`src/rtl/coalesce_unit.sv`:
```
module coalesce_unit #(
  parameter int ADDR_W        = 32,
  parameter int LANES         = 32,
  parameter int BASE_LANES    = 16,
  parameter int SEG_MIN_BYTES = 32,
  parameter int LINE_BYTES    = 128
) (
  input  logic                    clk,
  input  logic                    rst_n,
  input  logic                    in_valid,
  output logic                    in_ready,
  input  logic                    in_cached,
  input  logic [1:0]              in_size,
  input  logic [LANES-1:0]        in_active,
  input  logic [LANES*ADDR_W-1:0] in_addr,
  output logic                    out_valid,
  input  logic                    out_ready,
  output logic [ADDR_W-1:0]       out_addr,
  output logic [LANES-1:0]        out_mask
);
  localparam int SEG_LOG  = $clog2(SEG_MIN_BYTES);
  localparam int LINE_LOG = $clog2(LINE_BYTES);
  localparam int SH_W     = $clog2(ADDR_W);
  localparam logic [LANES-1:0] BASE_MASK = {{(LANES-BASE_LANES){1'b0}}, {BASE_LANES{1'b1}}};

  logic              busy;
  logic [LANES-1:0]  pend;
  logic [SH_W-1:0]   shamt_q;
  logic [ADDR_W-1:0] idx_q [LANES];

  logic [SH_W-1:0]   shamt_d;
  logic [LANES-1:0]  take;
  logic [ADDR_W-1:0] min_idx;
  logic              found;
  logic [LANES-1:0]  hit;
  logic [LANES-1:0]  left;

  assign take = in_active & (in_cached ? {LANES{1'b1}} : BASE_MASK);

  always_comb begin
    if (in_cached)          shamt_d = SH_W'(LINE_LOG);
    else if (in_size == 2'd0) shamt_d = SH_W'(SEG_LOG);
    else if (in_size == 2'd1) shamt_d = SH_W'(SEG_LOG + 1);
    else                      shamt_d = SH_W'(SEG_LOG + 2);
  end

  always_comb begin
    min_idx = '0;
    found   = 1'b0;
    for (int i = 0; i < LANES; i++) begin
      if (pend[i] && (!found || idx_q[i] < min_idx)) begin
        min_idx = idx_q[i];
        found   = 1'b1;
      end
    end
    for (int i = 0; i < LANES; i++)
      hit[i] = pend[i] && (idx_q[i] == min_idx);
  end

  assign left      = pend & ~hit;
  assign in_ready  = !busy;
  assign out_valid = busy;
  assign out_addr  = min_idx << shamt_q;
  assign out_mask  = hit;

  always_ff @(posedge clk) begin
    if (!rst_n) begin
      busy    <= 1'b0;
      pend    <= '0;
      shamt_q <= '0;
    end else if (in_valid && !busy) begin
      busy    <= |take;
      pend    <= take;
      shamt_q <= shamt_d;
    end else if (busy && out_ready) begin
      busy <= |left;
      pend <= left;
    end
  end

  always_ff @(posedge clk) begin
    if (in_valid && !busy)
      for (int i = 0; i < LANES; i++)
        idx_q[i] <= in_addr[i*ADDR_W +: ADDR_W] >> shamt_d;
  end
endmodule

```
`config.mk`:
```
export PLATFORM = sky130hd
export DESIGN_NAME = coalesce_unit
export DESIGN_NICKNAME = d
export VERILOG_FILES = /design/src/rtl/coalesce_unit.sv
export SDC_FILE = /design/constraint.sdc
export NUM_CORES = 2
export LEC_CHECK = 0
export ABC_AREA = 1
export BUFFER_PORTS_ARGS = -buffer_cell sky130_fd_sc_hd__buf_2
export CAP_MARGIN = 20
export CELL_PAD_IN_SITES_DETAIL_PLACEMENT = 1
export CELL_PAD_IN_SITES_GLOBAL_PLACEMENT = 2
export CORE_MARGIN = 2
export CORE_UTILIZATION = 31
export DETAILED_ROUTE_END_ITERATION = 8
export MAX_ROUTING_LAYER = met4
export PLACE_DENSITY_LB_ADDON = 0.1
export SETUP_SLACK_MARGIN = 0.15
export SLEW_MARGIN = 20
export SYNTH_ARGS = -nofsm -noshare
export SYNTH_HDL_FRONTEND = slang
export SYNTH_SLANG_ARGS = --single-unit
```
`constraint.sdc`:
```
create_clock -name clk -period 68.5 [get_ports clk]
set_input_delay 17.125 -clock clk [delete_from_list [all_inputs] [get_ports clk]]
set_output_delay 17.125 -clock clk [all_outputs]
set_load 0.005 [all_outputs]
```
==> impl_metrics.env <==
export IMPL_place_congestion=0.972
export IMPL_track_usage_pct=35.6
export IMPL_via_per_inst=5.32
export IMPL_worst_slack_ps=-10770
export IMPL_min_period_ps=79270
export IMPL_r2r_slack_ps=6500
export IMPL_cts_root_buf="clkbuf_16"
export IMPL_io_buffers=968
export IMPL_max_freq_ghz=0.0126
export IMPL_rsz0062_at_grt="yes"
export IMPL_status="finished with violations"
export IMPL_hold_start="pend[2]"
export IMPL_postCtsHoldBufs=0
export IMPL_cp_common_cell="nand2_1"
export IMPL_h_tree_depth=4
export IMPL_seqCellArea_um2=27600
export IMPL_clk_path_buf_depth=4
export IMPL_maxSlewViolCount=0
export IMPL_postSynth_asyncResetShare_pct=0
export IMPL_hold_class="flip-flop to flip-flop"
export IMPL_crit_arrival_ps=62150
export IMPL_finalWirelength_mm=562
export IMPL_r2r_start="pend[0]"
export IMPL_post_dp_cell_area_um2=117000
export IMPL_drc=0
export IMPL_yosysSeqAreaShare_pct=29.6
export IMPL_layout_common_cells="nand2_1 (3858), buf_4 (2084), inv_1 (1016), buf_2 (964), mux2i_1 (901)"
export IMPL_core_area_um2=300000
export IMPL_area_growth_pct=47.4
export IMPL_dieArea_um2=306000
export IMPL_hold_viol_final=0
export IMPL_antenna_left=0
export IMPL_final_area_um2=138000
export IMPL_fin_worst_skew_ps=43.6
export IMPL_path_max_fanout=17
export IMPL_ios=1129
export IMPL_setup_viol=64
export IMPL_period_share_pct=116
export IMPL_crit_type="flip-flop to output pin"
export IMPL_synth_edf_count=896
export IMPL_grt_max_degree=163
export IMPL_peakVddDrop_mv=0.0393
export IMPL_required_ps=51380
export IMPL_fp_dieH_um=553
export IMPL_clock_latency_ps=860
export IMPL_timing_hold_ws_ps=757
export IMPL_yosys_warnings=0
export IMPL_syn_instance_count=12600
export IMPL_p_leak_nw=68.3
export IMPL_tightest_slew_ps=1250
export IMPL_syn_cell_area_um2=93300
export IMPL_pre_cts_ws_ps=-19950
export IMPL_reg2reg_depth=463
export IMPL_nets=17600
export IMPL_initial_utilization_pct=31.1
export IMPL_worstHoldEndpoint="pend[2]"
export IMPL_grt_pass1_vias=107000
export IMPL_hpwl_mm=439
export IMPL_synthFlopType="edfxtp_1"
export IMPL_cts_tree="built"
export IMPL_layout_commonest_cell="nand2_1"
export IMPL_synth_cell_type_count=53
export IMPL_drtPass1Iterations=6
export IMPL_crit_path_end_kind="output pin"
export IMPL_powerDensity_nw_per_um2=45.3
export IMPL_synth_seq_cells=932
export IMPL_drive_above_1_share_pct=34.4
export IMPL_start_kind="flip-flop"
export IMPL_grt_pass1_wl_mm=770
export IMPL_antenna_found_initial=39
export IMPL_post_drt_wl_per_cell_um=28.2
export IMPL_worst_path_max_delay_cell="o21ai_1"
export IMPL_vias=106000
export IMPL_synth_avg_cell_area_um2=7.38
export IMPL_cts_sinks=932
export IMPL_hold_depth=3
export IMPL_relSlewSlack_pct=16.9
export IMPL_failed_checks="setup timing"
export IMPL_multi_input_area_um2=66800
export IMPL_numCtsBuffers=137
export IMPL_rows=201
export IMPL_fill_cells=36000
export IMPL_path_clk_slew_ps=60
export IMPL_drv_cap=0
export IMPL_drtIter0Drc=8446
export IMPL_max_stage_delay_ps=500
export IMPL_fin_util_pct=45.9
export IMPL_rr_endpoint="out_valid"
export IMPL_grt_overflow=0
export IMPL_die_w_um=553
[stage by stage]
step / total power [mW] / setup TNS, ps / instances
global placement: 4.46 / -1420960 / 19100
finish: 6.24 / -672350 / 19900
global route: 6.52 / -848230 / 19900
floorplan: 2.38 / 0 / 12700
CTS: 5.70 / -712000 / 19600
detailed placement: 4.55 / -1340840 / 19100
[metal layers]
metal | GRT usage, % | vias up | part of all wire (%)
met5 | - | - | 0
met4 | 15.6 | 0 | 5.4
met3 | 2.69 | 839 | 4.4
met2 | 55.3 | 3177 | 45
met1 | 47.4 | 52500 | 45
li1 | - | 49100 | -
[area by class of cell]
| cell class | count | area share, % |
|---|---|---|
| multi-input combinational | 10100 | 48.5 |
| timing repair buffer | 3586 | 21.7 |
| sequential | 932 | 20.1 |
| tap | 3958 | 3.60 |
| inverter | 1069 | 2.95 |
| clock buffer | 172 | 2.69 |
| clock inverter | 66 | 0.391 |
| antenna | 23 | 0.0418 |
[Yosys cell counts, types with 45 or more instances]
| cell | n | share of area (%) |
|---|---|---|
| nand2_1 | 4146 | 17 |
| ha_1 | 787 | 11 |
| nand3_1 | 457 | 2.5 |
| mux2i_1 | 901 | 9.7 |
| a2111oi_0 | 45 | 0.42 |
| a21oi_1 | 391 | 2.1 |
| buf_4 | 105 | 0.84 |
| nor2_1 | 661 | 2.7 |
| inv_1 | 1039 | 4.2 |
| edfxtp_1 | 896 | 29 |
| or2_2 | 51 | 0.34 |
| buf_6 | 109 | 1.3 |
| clkbuf_1 | 263 | 1.1 |
| o211ai_1 | 105 | 0.84 |
| nand4_1 | 196 | 1.3 |
| buf_1 | 65 | 0.26 |
| o21ai_0 | 1441 | 7.7 |
| xor2_1 | 299 | 2.8 |
| buf_2 | 55 | 0.29 |
| nand2_2 | 202 | 1.4 |
| a211oi_1 | 54 | 0.43 |
[power breakdown]
| group | switching (mW) | internal (mW) |
|---|---|---|
| Clock | 0.306 | 0.406 |
| Combinational | 2.72 | 2.05 |
| Sequential | 0.0719 | 0.682 |
[worst max-delay path: cells and delay by family (launching register included)]
| family | cells | cell delay, ps |
|---|---|---|
| simple gates | 219 | 19730 |
| buf+inv | 111 | 17030 |
| compound gates | 96 | 15360 |
| fa+ha+maj | 31 | 8360 |
| flops | 1 | 430 |
[worst max-delay path by stage]
stage | from | end | slack (ps)
global route | pend[0] | out_mask[28] | -13470
detailed placement | pend[0] | out_mask[20] | -19950
floorplan | pend[0] | out_mask[15] | 180
finish | pend[0] | out_mask[28] | -10770
CTS | pend[0] | out_mask[14] | -11290
global placement | idx_q[0][7] | out_mask[20] | -20740
[registers in the layout, summed over array words and instances (netlist names)]
signal / count
pend: 32
shamt_q: 3
out_valid: 1
idx_q: 896
[cells by family after synthesis]
kind of cell	share of synthesized area, %
other	0.00402
xor gates and xnor gates	3.23
DFF	29.6
buffers and inverters	8.63
AOI/OAI and AO/OA	12.4
muxes	9.66
adders and majority gates	10.5
and+or+nand+nor	25.9
[repair_timing]
action,in CTS,in global routing
gates resized for setup,1167,1534
pin swaps,168,409
setup endpoints to repair,97,71
cloned,62,41
setup buffers,198,196
No activity file was read; power rests on OpenSTA's default activity.
